## config.mk

```make
export PLATFORM = sky130hd
export DESIGN_NAME = rtc_alarm_core
export DESIGN_NICKNAME = d
export VERILOG_FILES = /design/src/rtl/rtc_alarm_core.sv
export SDC_FILE = /design/constraint.sdc
export NUM_CORES = 1
export LEC_CHECK = 0
export BUFFER_PORTS_ARGS = -buffer_cell sky130_fd_sc_hd__buf_2
export CORE_ASPECT_RATIO = 2
export CORE_MARGIN = 2
export CORE_UTILIZATION = 40
export DETAILED_ROUTE_END_ITERATION = 7
export MAX_ROUTING_LAYER = met4
export PLACE_DENSITY = 0.69
export SYNTH_ARGS = -nofsm -noshare
export SYNTH_HDL_FRONTEND = slang
export SYNTH_SLANG_ARGS = --single-unit
```

## constraint.sdc

```tcl
create_clock -name clk -period 4.09 [get_ports clk]
set_clock_uncertainty 0.1 [all_clocks]
set_input_delay 0.818 -clock clk [delete_from_list [all_inputs] [get_ports clk]]
set_output_delay 0.818 -clock clk [all_outputs]
set_load 0.02 [all_outputs]
```

## src/rtl/rtc_alarm_core.sv

```systemverilog
module rtc_alarm_core #(
  parameter int SETTLE_CYC = 250,
  parameter int TIME_W     = 32,
  parameter int ADDR_W     = 5
) (
  input  logic              clk,
  input  logic              rst_n,
  input  logic              sec_tick,
  input  logic              bus_we,
  input  logic              bus_win,
  input  logic [ADDR_W-1:0] bus_addr,
  input  logic [31:0]       bus_wdata,
  output logic [31:0]       bus_rdata,
  output logic              wr_busy,
  output logic              alarm_irq
);
  localparam int CNT_W = $clog2(SETTLE_CYC + 1);
  localparam logic [ADDR_W-1:0] A_STAT = ADDR_W'('h00);
  localparam logic [ADDR_W-1:0] A_CFG  = ADDR_W'('h04);
  localparam logic [ADDR_W-1:0] A_TIME = ADDR_W'('h0C);
  localparam logic [ADDR_W-1:0] A_ALRM = ADDR_W'('h10);
  localparam logic [ADDR_W-1:0] W_TIM  = ADDR_W'('h00);
  localparam logic [ADDR_W-1:0] W_INT  = ADDR_W'('h08);

  logic [CNT_W-1:0]  cnt_q;
  logic [ADDR_W-1:0] p_addr_q;
  logic [31:0]       p_data_q;
  logic [TIME_W-1:0] time_q, alarm_q;
  logic [2:0]        cfg_q;
  logic [1:0]        stat_q, pend_q, mask_q;
  logic [9:0]        period_q;
  logic [4:0]        rdly_q;

  logic core_acc, commit, time_ld, hit, wrap_int_we, wrap_tim_we;

  assign wr_busy     = (cnt_q != '0);
  assign core_acc    = bus_we & ~bus_win & ~wr_busy;
  assign commit      = (cnt_q == CNT_W'(1));
  assign time_ld     = commit & (p_addr_q == A_TIME);
  assign hit         = sec_tick & ~time_ld & cfg_q[0] & ((time_q + TIME_W'(1)) == alarm_q);
  assign wrap_int_we = bus_we & bus_win & (bus_addr == W_INT);
  assign wrap_tim_we = bus_we & bus_win & (bus_addr == W_TIM);
  assign alarm_irq   = stat_q[0] & cfg_q[0] & mask_q[0];

  always_ff @(posedge clk or negedge rst_n) begin
    if (!rst_n) begin
      cnt_q    <= '0;
      p_addr_q <= '0;
      p_data_q <= '0;
    end else if (core_acc) begin
      cnt_q    <= CNT_W'(SETTLE_CYC);
      p_addr_q <= bus_addr;
      p_data_q <= bus_wdata;
    end else if (wr_busy) begin
      cnt_q <= cnt_q - CNT_W'(1);
    end
  end

  always_ff @(posedge clk or negedge rst_n) begin
    if (!rst_n) begin
      time_q  <= '0;
      alarm_q <= '0;
      cfg_q   <= '0;
      stat_q  <= '0;
    end else begin
      if (time_ld)                           time_q <= p_data_q[TIME_W-1:0];
      else if (sec_tick)                     time_q <= time_q + TIME_W'(1);
      if (commit && p_addr_q == A_ALRM)      alarm_q <= p_data_q[TIME_W-1:0];
      if (commit && p_addr_q == A_CFG)       cfg_q <= p_data_q[2:0];
      if (commit && p_addr_q == A_STAT)      stat_q <= stat_q & ~p_data_q[1:0];
      if (hit)                               stat_q[0] <= 1'b1;
    end
  end

  always_ff @(posedge clk or negedge rst_n) begin
    if (!rst_n) begin
      pend_q   <= '0;
      mask_q   <= '0;
      period_q <= '0;
      rdly_q   <= '0;
    end else begin
      if (wrap_int_we) begin
        pend_q <= pend_q & bus_wdata[1:0];
        mask_q <= bus_wdata[3:2];
      end
      if (hit) pend_q[0] <= 1'b1;
      if (wrap_tim_we) begin
        period_q <= bus_wdata[9:0];
        rdly_q   <= bus_wdata[30:26];
      end
    end
  end

  always_comb begin
    bus_rdata = '0;
    if (!bus_win) begin
      case (bus_addr)
        A_STAT:  bus_rdata[1:0] = stat_q;
        A_CFG:   bus_rdata[2:0] = cfg_q;
        A_TIME:  bus_rdata = 32'(time_q);
        A_ALRM:  bus_rdata = 32'(alarm_q);
        default: bus_rdata = '0;
      endcase
    end else begin
      case (bus_addr)
        W_TIM: begin
          bus_rdata[9:0]   = period_q;
          bus_rdata[30:26] = rdly_q;
        end
        W_INT:   bus_rdata[3:0] = {mask_q, pend_q};
        default: bus_rdata = '0;
      endcase
    end
  end
endmodule

```

=== Word level (Yosys, flattened, before mapping) ===
Cells that the tools add are included.

* Add/sub/neg operators: 2
* Eq/ne operators: 9
* Multiplexer cells: 15
* Bitwise logic cells: 17
* Reduce and logical (&&, ||, !) cells: 10

{| class="wikitable"
|+ Operators with widths
! kind !! count
|-
| 32-bit two-way mux || 3
|-
| 29-bit one-hot mux with 2 select lines || 1
|-
| 32-bit by 1-bit adder with 32-bit output, second input constant || 1
|-
| 32-bit equality test || 1
|-
| 8-bit two-way mux || 2
|-
| 5-bit by 4-bit equality test with 1-bit output, second input constant || 3
|-
| 1-bit AND || 11
|-
| 5-bit by 3-bit equality test with 1-bit output, second input constant || 2
|-
| 5-bit equality test, second input constant || 2
|-
| 5-bit logical NOT || 2
|-
| 8-bit by 1-bit equality test with 1-bit output, second input constant || 1
|-
| 2-bit one-hot mux with 4 select lines || 1
|-
| 4-bit one-hot mux with 2 select lines || 1
|-
| 2-bit nonzero test || 4
|-
| 8-bit nonzero test || 1
|-
| 8-bit by 1-bit subtractor with 8-bit output, second input constant || 1
|-
| 6-bit two-way mux || 1
|-
| 5-bit two-way mux || 1
|-
| 2-bit AND || 2
|-
| 1-bit two-way mux || 4
|-
| 1-bit logical AND || 3
|-
| 1-bit inverter || 3
|-
| 1-bit one-hot mux with 3 select lines || 1
|-
| 2-bit inverter || 1
|}

* Bits in registers: 133
* Bits of input ports: 42
* Output and inout port bits: 34
* Word-level logic and storage cells: 66

=== Longest topological paths before layout ===
Gate-level depths: netlist of the first run.

* Depth in word-level cells: 7
* Mapped depth: 10
* Gate-level depth less buffers: 10

=== Worst setup path after synthesis of the first run ===
OpenSTA, ideal clock, no wires.

* Path type: in2out
* From: input bus_addr[3]
* To: output bus_rdata[28]
* Arrival: 2.538 ns
* Required time: 3.172 ns
* Setup slack: 0.634 ns
* Stages on the path: 5
* Cells stage by stage: or3_1 nor3b_1 clkbuf_1 a22oi_1 o21ai_0

* Word-level cells in the longest chain between the ends: 3

{| class="wikitable"
|+ Ends and longest elaborated chain
! item !! RTL line !! source
|-
| from (decl) || 11 || <nowiki>input logic [ADDR_W-1:0] bus_addr,</nowiki>
|-
| 5-bit equality test, or another cell as far along || 97 || <nowiki>case (bus_addr)</nowiki>
|-
| 29-bit one-hot mux with 2 select lines or 5-bit two-way mux (tied branches) || 97, 105 ||
|-
| 32-bit two-way mux (*) || 96 || <nowiki>if (!bus_win) begin</nowiki>
|-
| to (decl) || 13 || <nowiki>output logic [31:0] bus_rdata,</nowiki>
|}

Mark *: on every way between the ends. The rest lies on a longest branch, timed or not.

=== Worst setup path in the final report of the first run ===
* From: input bus_addr[3]
* To: output bus_rdata[0]

* Word-level cells in the longest chain between the ends: 3

{| class="wikitable"
|+ Ends and longest elaborated chain
! item !! RTL line
|-
| 5-bit equality test, or another cell as far along || 97
|-
| 2-bit one-hot mux with 4 select lines or 4-bit one-hot mux with 2 select lines (tied branches) || 97, 105
|-
| 32-bit two-way mux (*) || 96
|}

Marked as above.

==> flow_results.xml, run 1 <==
<?xml version="1.0" encoding="UTF-8"?>
<metrics>
  <group name="placed_design">
    <metric name="detailed_place_hpwl" unit="mm">13.26</metric>
    <metric name="io_buffers" unit="">75</metric>
    <metric name="dp_slack" unit="ns">0.6199</metric>
    <metric name="globalplace.congestion" unit="">0.9310</metric>
  </group>
  <group name="synth">
    <metric name="synth_simple_gate_area_share" unit="%">20.65</metric>
    <metric name="synth_mux_area_share" unit="%">10.43</metric>
    <metric name="fraction_of_the_mapped_netlist_area_in_compound_gates" unit="%">9.499</metric>
    <metric name="xor_and_xnor_fraction_of_the_mapped_netlist_area" unit="%">9.040</metric>
    <metric name="synth_enable_flop_cells" unit="">0</metric>
    <metric name="post_synth_fa_ha_maj_area_fraction" unit="%">0.5098</metric>
    <metric name="synthFlopType" unit="">sky130_fd_sc_hd__dfrtp_1</metric>
    <metric name="synthesis.area" unit="sq um">7363</metric>
    <metric name="synth_cell_types" unit="">56</metric>
    <metric name="synth_async_sr_flop_share" unit="%">100.0</metric>
    <metric name="synth_top_family_by_area" unit="">simple AND/OR/NAND/NOR gates</metric>
    <metric name="yosys_warnings" unit="">0</metric>
    <metric name="synth_nets" unit="">815</metric>
    <metric name="synth_area_per_cell" unit="sq um">9.563</metric>
    <metric name="syn_inst" unit="">770</metric>
    <metric name="ys_seq_elements" unit="">133</metric>
    <metric name="synth.yosys.seq_area_share" unit="%">45.20</metric>
  </group>
  <group name="sta">
    <metric name="rsz_0062_raised_after_global_routing" unit="">false</metric>
    <metric name="final_max_slew_viol_count" unit="">0</metric>
    <metric name="timing.final.crit_period" unit="ns">3.453</metric>
    <metric name="setup_total_negative_slack" unit="ns">0</metric>
    <metric name="tightestPinTransition" unit="ns">0.8553</metric>
    <metric name="fin_worst_hold_slack" unit="ns">0.3251</metric>
    <metric name="setup_viol_count_final" unit="">0</metric>
    <metric name="final-hold-violation-count" unit="">0</metric>
    <metric name="timing.slew.headroom" unit="%">42.98</metric>
    <metric name="final_min_period_over_clock_period" unit="%">84.43</metric>
    <metric name="setup_ws" unit="ns">0.6366</metric>
    <metric name="clock.fmax" unit="GHz">0.2896</metric>
  </group>
  <group name="setup_path">
    <metric name="regToRegEndpoint" unit="">stat_q[0]$_DFFE_PN0P_</metric>
    <metric name="endpoint_class_of_the_critical_path" unit="">output port</metric>
    <metric name="arrival_time_of_the_worst_setup_path" unit="ns">2.54</metric>
    <metric name="worst-r2r-cell-count" unit="">8</metric>
    <metric name="ws_path_type" unit="">in -&gt; out</metric>
    <metric name="reg2reg_setup_slack" unit="ns">1.14</metric>
    <metric name="timing.critical_path.fanout_max" unit="">6</metric>
    <metric name="worstReg2RegStart" unit="">time_q[0]$_DFFE_PN0P_</metric>
    <metric name="startpoint_type" unit="">input pin</metric>
    <metric name="critPathRequiredTime" unit="ns">3.17</metric>
  </group>
  <group name="power_and_ir_drop">
    <metric name="powerDensity" unit="nW/um^2">488.6</metric>
    <metric name="power.leakage" unit="nW">3.855</metric>
    <metric name="ir_drop" unit="mV">0.2996</metric>
  </group>
  <group name="clocking">
    <metric name="postCtsHoldBufs" unit="">0</metric>
    <metric name="tritoncts_clock_tree" unit="">yes</metric>
    <metric name="htree_num_levels" unit="">4</metric>
    <metric name="cts_buffer_depth" unit="">2</metric>
    <metric name="num_cts_buffers" unit="">17</metric>
    <metric name="clk_pin_slew" unit="ns">0.06</metric>
    <metric name="post_cts_setup_driven_buffer_insertion_count" unit="">0</metric>
    <metric name="worst_skew_pair.late_latency" unit="ns">0.43</metric>
    <metric name="clkSinkCount" unit="">133</metric>
    <metric name="root_buffer" unit="">sky130_fd_sc_hd__clkbuf_16</metric>
    <metric name="ctsResizeCount" unit="">0</metric>
  </group>
  <group name="route">
    <metric name="post-route-drc-count" unit="">0</metric>
    <metric name="detail_route.wl_per_cell" unit="um">17.92</metric>
    <metric name="ant_nets" unit="">0</metric>
    <metric name="drt_pass1_iterations" unit="">6</metric>
    <metric name="vias" unit="">5802</metric>
    <metric name="detailedRoute.firstIterationViolations" unit="">257</metric>
    <metric name="vias_per_cell" unit="">5.515</metric>
    <metric name="route.final.wire_length" unit="mm">18.86</metric>
  </group>
  <group name="grt">
    <metric name="busiest_layer" unit="">met2</metric>
    <metric name="groute.layer.met3.usage" unit="%">3.384</metric>
    <metric name="via_count_of_the_first_global_routing_pass" unit="">6009</metric>
    <metric name="grtUsageMet2" unit="%">37.89</metric>
    <metric name="grt_antenna_before_repair" unit="">1</metric>
    <metric name="maximum_number_of_pins_on_one_net_before_global_route_repair" unit="">90</metric>
    <metric name="total_congestion_overflow" unit="">0</metric>
    <metric name="first_pass_grt_wire_length" unit="mm">30.73</metric>
    <metric name="grt_util_met1" unit="%">21.39</metric>
    <metric name="grt.total_usage" unit="%">20.65</metric>
  </group>
  <group name="floorplan">
    <metric name="row_count" unit="">70</metric>
    <metric name="die_width" unit="um">99.94</metric>
    <metric name="design.core.area" unit="sq um">18130</metric>
    <metric name="io_pins" unit="">76</metric>
    <metric name="floorplan.initialDensity" unit="%">40.61</metric>
    <metric name="chipHeight" unit="um">195.9</metric>
    <metric name="dieArea" unit="sq um">19580</metric>
  </group>
  <group name="cells_and_area">
    <metric name="design.final.nets" unit="">867</metric>
    <metric name="layout_commonest_cell" unit="">sky130_fd_sc_hd__nand2_1</metric>
    <metric name="filler_cell_count" unit="">1710</metric>
    <metric name="most-common-layout-cells" unit="">178 x sky130_fd_sc_hd__nand2_1, 133 x sky130_fd_sc_hd__dfrtp_1, 74 x sky130_fd_sc_hd__buf_2</metric>
    <metric name="areaGrowthSynthToFinish" unit="%">15.23</metric>
    <metric name="final_layout_size_suffix_gt1_share" unit="%">23.71</metric>
  </group>
  <group name="run_status">
    <metric name="outcome" unit="">complete, no violations</metric>
  </group>
  <group name="flow_run">
    <metric name="timing.max_cap.violations" unit="">0</metric>
  </group>
  <group name="hold_path">
    <metric name="hold_path_class" unit="">in -&gt; async</metric>
  </group>
</metrics>
[where the power goes]
group	switching (W)	internal, W	leakage (nW)
clock network	0.000648	0.000973	0.292
logic	0.000363	0.000325	1.88
registers	0.000294	0.00154	1.68
[metrics by stage]
stage	area [sq um]	power, W	utilization [%]	instances
floorplan	7363	0.002382	-	770
global placement	7865	0.002517	43.38	1019
detailed placement	7865	0.002546	43.38	1019
CTS	8482	0.004179	46.78	1051
global route	8484	0.004344	46.80	1052
finish	8484	0.004145	46.80	1052
[worst max path at each step]
stage / slack, ns / start / end / depth (start not counted)
floorplan: 0.63 / bus_addr[3] / bus_rdata[28] / 5
global placement: 0.65 / bus_addr[3] / bus_rdata[0] / 6
global route: 0.50 / bus_addr[3] / bus_rdata[0] / 6
detailed placement: 0.62 / bus_addr[3] / bus_rdata[1] / 6
CTS: 0.62 / bus_addr[3] / bus_rdata[1] / 6
finish: 0.64 / bus_addr[3] / bus_rdata[0] / 6
[state kept, by name, summed over array words and instances (netlist names), 3 cells and up]
name,flops
rdly_q,5
period_q,10
p_data_q,32
cnt_q,8
p_addr_q,5
cfg_q,3
alarm_q,32
time_q,32
[synth_stat cells (4+ instances only)]
cell type	number	area share, %
sky130_fd_sc_hd__a21oi_1	4	0.27
sky130_fd_sc_hd__a221oi_1	5	0.59
sky130_fd_sc_hd__a22oi_1	28	2.9
sky130_fd_sc_hd__a31oi_1	5	0.42
sky130_fd_sc_hd__and3_1	11	0.93
sky130_fd_sc_hd__and4_1	5	0.59
sky130_fd_sc_hd__buf_2	19	1.3
sky130_fd_sc_hd__clkbuf_1	26	1.3
sky130_fd_sc_hd__clkbuf_8	6	1.1
sky130_fd_sc_hd__dfrtp_1	133	45
sky130_fd_sc_hd__inv_1	6	0.31
sky130_fd_sc_hd__mux2_2	60	9.2
sky130_fd_sc_hd__mux2i_1	7	0.95
sky130_fd_sc_hd__nand2_1	178	9.1
sky130_fd_sc_hd__nand2b_1	5	0.42
sky130_fd_sc_hd__nand3_1	15	1.0
sky130_fd_sc_hd__nand4_1	12	1.0
sky130_fd_sc_hd__nor2_1	38	1.9
sky130_fd_sc_hd__nor2b_1	5	0.42
sky130_fd_sc_hd__nor3_1	13	0.88
sky130_fd_sc_hd__nor3b_1	5	0.51
sky130_fd_sc_hd__o21ai_0	50	3.4
sky130_fd_sc_hd__or3_1	5	0.42
sky130_fd_sc_hd__xnor2_1	42	5.0
sky130_fd_sc_hd__xor2_1	34	4.0
[kinds of logic (layout without fill, tap and decap cells)]
group | after synthesis | count (layout)
buffers and inverters | 63 | 128
adder cells (fa/ha/maj) | 3 | 3
AND/OR/NAND/NOR | 318 | 318
flip-flops | 133 | 133
multiplexers | 69 | 69
other | 0 | 1
AO/OA/AOI/OAI | 108 | 108
XOR/XNOR | 76 | 76
[worst max-delay path: stages]
cell                       delay (ns)
sky130_fd_sc_hd__buf_2           0.11
sky130_fd_sc_hd__or3_1           0.45
sky130_fd_sc_hd__nor3_1          0.57
sky130_fd_sc_hd__a222oi_1        0.19
sky130_fd_sc_hd__a31oi_1         0.21
sky130_fd_sc_hd__buf_2           0.19
[routing by layer]
metal | wire length [um] | vias to the layer above
met5 | 0 | -
met4 | 569 | 0
met3 | 677 | 45
met2 | 10590 | 132
met1 | 7022 | 2869
li1 | - | 2756
[area by class of cell]
class / instances / area [sq um] / share of cell area [%]
clock inverters: 15 / 191.4 / 2.256
inverters: 7 / 26.28 / 0.3097
well taps: 216 / 270.3 / 3.185
clock buffers: 17 / 425.4 / 5.014
flip-flops and latches: 133 / 3328 / 39.23
multi-input cells: 574 / 3716 / 43.80
repair buffers: 89 / 524.3 / 6.179
diodes: 1 / 2.502 / 0.02949
Power figures use the tool's default switching activity.
==> run 2, diff against run 1 <==
- PLACE_DENSITY: 0.69 -> 0.71
- clock period: 4.09 -> 2.8 ns (I/O delays scaled with it)
==> run 2 against run 1 <==
Worst setup slack worse by 0.58 ns. Global-route usage is 0.86 points higher. Sequential share of layout area is 2.4 points lower. Clock-buffer cell count is 1 higher. First-iteration DRC count is 23% higher. Critical endpoint is now bus_rdata[27]. Largest cell class unchanged.
==> flow_results.xml, run 2 (synthesis gave the netlist of run 1 again) <==
<?xml version="1.0" encoding="UTF-8"?>
<metrics>
  <group name="run_status">
    <metric name="outcome" unit="">complete, no violations</metric>
  </group>
  <group name="route">
    <metric name="route.final.wire_length" unit="mm">20.24</metric>
    <metric name="post-route-drc-count" unit="">0</metric>
    <metric name="detailedRoute.firstIterationViolations" unit="">316</metric>
    <metric name="detail_route.wl_per_cell" unit="um">18.52</metric>
    <metric name="vias_per_cell" unit="">5.554</metric>
    <metric name="drt_pass1_iterations" unit="">5</metric>
    <metric name="ant_nets" unit="">0</metric>
    <metric name="vias" unit="">6070</metric>
  </group>
  <group name="cells_and_area">
    <metric name="most-common-layout-cells" unit="">178 x sky130_fd_sc_hd__nand2_1, 131 x sky130_fd_sc_hd__dfrtp_1, 60 x sky130_fd_sc_hd__mux2_2</metric>
    <metric name="filler_cell_count" unit="">1687</metric>
    <metric name="design.final.nets" unit="">909</metric>
    <metric name="final_layout_size_suffix_gt1_share" unit="%">28.62</metric>
    <metric name="n_antenna_cell" unit="">0</metric>
    <metric name="final_cell_count_no_fill" unit="">1093</metric>
    <metric name="top_regs" unit="">alarm_q x32, p_data_q x32, time_q x32</metric>
    <metric name="areaGrowthSynthToFinish" unit="%">22.79</metric>
    <metric name="layout_commonest_cell" unit="">sky130_fd_sc_hd__nand2_1</metric>
  </group>
  <group name="sta">
    <metric name="setup_viol_count_final" unit="">0</metric>
    <metric name="final_min_period_over_clock_period" unit="%">98.00</metric>
    <metric name="clock.fmax" unit="GHz">0.3644</metric>
    <metric name="fin_worst_hold_slack" unit="ns">0.2190</metric>
    <metric name="final_max_slew_viol_count" unit="">0</metric>
    <metric name="tightestPinTransition" unit="ns">0.5251</metric>
    <metric name="setup_ws" unit="ns">0.05605</metric>
    <metric name="final-hold-violation-count" unit="">0</metric>
    <metric name="timing.final.crit_period" unit="ns">2.744</metric>
    <metric name="timing.slew.headroom" unit="%">65.00</metric>
    <metric name="setup_total_negative_slack" unit="ns">0</metric>
  </group>
  <group name="hold_path">
    <metric name="worstHoldPathCells" unit="">3</metric>
    <metric name="hold_path_class" unit="">in -&gt; reg</metric>
    <metric name="holdCritStartpoint" unit="">bus_wdata[20]</metric>
    <metric name="whs_endpoint" unit="">p_data_q[20]$_DFFE_PN0P_</metric>
  </group>
  <group name="placed_design">
    <metric name="dp_slack" unit="ns">0.06671</metric>
    <metric name="detailed_place_hpwl" unit="mm">14.06</metric>
    <metric name="io_buffers" unit="">75</metric>
    <metric name="globalplace.congestion" unit="">0.8664</metric>
    <metric name="place_inst" unit="">1052</metric>
  </group>
  <group name="clocking">
    <metric name="root_buffer" unit="">sky130_fd_sc_hd__clkbuf_16</metric>
    <metric name="clk_pin_slew" unit="ns">0.06</metric>
    <metric name="num_cts_buffers" unit="">17</metric>
    <metric name="cts_buffer_depth" unit="">2</metric>
    <metric name="tritoncts_clock_tree" unit="">yes</metric>
    <metric name="htree_num_levels" unit="">4</metric>
    <metric name="clkSinkCount" unit="">133</metric>
    <metric name="worst_skew_pair.late_latency" unit="ns">0.43</metric>
  </group>
  <group name="power_and_ir_drop">
    <metric name="powerDensity" unit="nW/um^2">696.9</metric>
    <metric name="power.leakage" unit="nW">4.113</metric>
    <metric name="power.total" unit="W">0.006301</metric>
    <metric name="ir_drop" unit="mV">0.3860</metric>
  </group>
  <group name="grt">
    <metric name="total_congestion_overflow" unit="">0</metric>
    <metric name="grt.total_usage" unit="%">21.51</metric>
    <metric name="first_pass_grt_wire_length" unit="mm">31.68</metric>
    <metric name="grt_antenna_before_repair" unit="">1</metric>
    <metric name="via_count_of_the_first_global_routing_pass" unit="">6267</metric>
    <metric name="maximum_number_of_pins_on_one_net_before_global_route_repair" unit="">62</metric>
  </group>
  <group name="setup_path">
    <metric name="timing.critical_path.buf_inv" unit="">4</metric>
    <metric name="ws_path_type" unit="">in -&gt; out</metric>
    <metric name="endpoint_class_of_the_critical_path" unit="">output port</metric>
    <metric name="startpoint_type" unit="">input pin</metric>
    <metric name="regToRegEndpoint" unit="">stat_q[0]$_DFFE_PN0P_</metric>
    <metric name="worstReg2RegStart" unit="">time_q[5]$_DFFE_PN0P_</metric>
    <metric name="critical_path.max_stage_delay" unit="ns">0.39</metric>
    <metric name="arrival_time_of_the_worst_setup_path" unit="ns">2.08</metric>
    <metric name="path_cells" unit="">buf_6 &gt; or3_4 &gt; nor3b_4 &gt; buf_4 &gt; clkbuf_16 &gt; a22oi_1 &gt; o21ai_1 &gt; buf_2</metric>
    <metric name="crit_slowest_cell" unit="">sky130_fd_sc_hd__or3_4</metric>
    <metric name="worst-r2r-cell-count" unit="">9</metric>
    <metric name="path_delay_family" unit="">simple AND/OR/NAND/NOR gates</metric>
    <metric name="reg2reg_setup_slack" unit="ns">0.13</metric>
    <metric name="critPathRequiredTime" unit="ns">2.14</metric>
    <metric name="timing.critical_path.fanout_max" unit="">5</metric>
  </group>
  <group name="floorplan">
    <metric name="floorplan.initialDensity" unit="%">40.61</metric>
    <metric name="dieArea" unit="sq um">19580</metric>
    <metric name="io_pins" unit="">76</metric>
    <metric name="chipHeight" unit="um">195.9</metric>
    <metric name="row_count" unit="">70</metric>
    <metric name="die_width" unit="um">99.94</metric>
    <metric name="design.core.area" unit="sq um">18130</metric>
  </group>
  <group name="flow_run">
    <metric name="timing.max_cap.violations" unit="">0</metric>
  </group>
</metrics>
## run 2: cell count changes in the layout (fill, tap and decap cells not counted), moves of 4 or more
cell / previous run / this run
sky130_fd_sc_hd__buf_6: 1 / 5
sky130_fd_sc_hd__a22oi_1: 28 / 21
sky130_fd_sc_hd__a22oi_2: 0 / 7
sky130_fd_sc_hd__o21ai_1: 0 / 11
sky130_fd_sc_hd__buf_2: 74 / 58
sky130_fd_sc_hd__o21ai_0: 50 / 39
sky130_fd_sc_hd__buf_4: 11 / 57
## run 2: how the worst max path moves through the flow
| stage | from | cells after the start | slack, ns | to |
|---|---|---|---|---|
| floorplan | bus_addr[3] | 5 | 0.01 | bus_rdata[28] |
| global placement | bus_addr[3] | 8 | 0.10 | bus_rdata[31] |
| detailed placement | bus_addr[3] | 8 | 0.07 | bus_rdata[31] |
| CTS | cnt_q[3]$_DFFE_PN0P_ | 5 | 0.01 | wr_busy |
| global route | bus_addr[0] | 9 | -0.04 | bus_rdata[21] |
| finish | bus_addr[0] | 8 | 0.06 | bus_rdata[27] |
## run 2: timing repair
item | in CTS | in global routing
buffers inserted | 0 | 4
cloned | 0 | 4
resized for setup | 1 | 34
pin swaps | 0 | 14
setup endpoints to repair | 1 | 13
hold endpoints to repair | 38 | 0
hold buffers | 1 | 0
## run 2: layout make-up
| cell class | count | area, sq um | share of cell area [%] |
|---|---|---|---|
| tap | 216 | 270.3 | 2.989 |
| multi-input combinational | 574 | 3790 | 41.92 |
| clock inverter | 14 | 200.2 | 2.214 |
| inverter | 7 | 26.28 | 0.2906 |
| sequential | 133 | 3331 | 36.84 |
| clock buffer | 18 | 429.2 | 4.747 |
| timing repair buffer | 131 | 994.7 | 11.00 |
## run 2: worst register-to-register path: cells and delay by family (launching register included)
kind / cells / cell delay, ns
AOI/OAI and AO/OA: 1 / 0.34
DFF: 1 / 0.51
and+or+nand+nor: 6 / 1.24
buffers and inverters: 2 / 0.41
## run 2: power breakdown
group,switching (W),leakage (nW),internal (W)
combinational,0.000671,2.14,0.000594
sequential,0.000371,1.68,0.00226
clock,0.000907,0.298,0.00150
total,0.00195,4.11,0.00435
## run 2: routing by layer
layer	vias up	share of wire, %	track usage (%)
li1	2834	-	-
met1	3004	37	22.57
met2	170	55	38.39
met3	62	3.4	3.420
met4	0	5.1	10.71
met5	-	0	-
## run 2: stage by stage
stage	area [sq um]	utilization [%]
5_1_grt	9041	49.87
3_5_place_dp	8154	44.98
2_1_floorplan	7367	-
6_report	9041	49.87
4_1_cts	8798	48.53
3_3_place_gp	8154	44.98
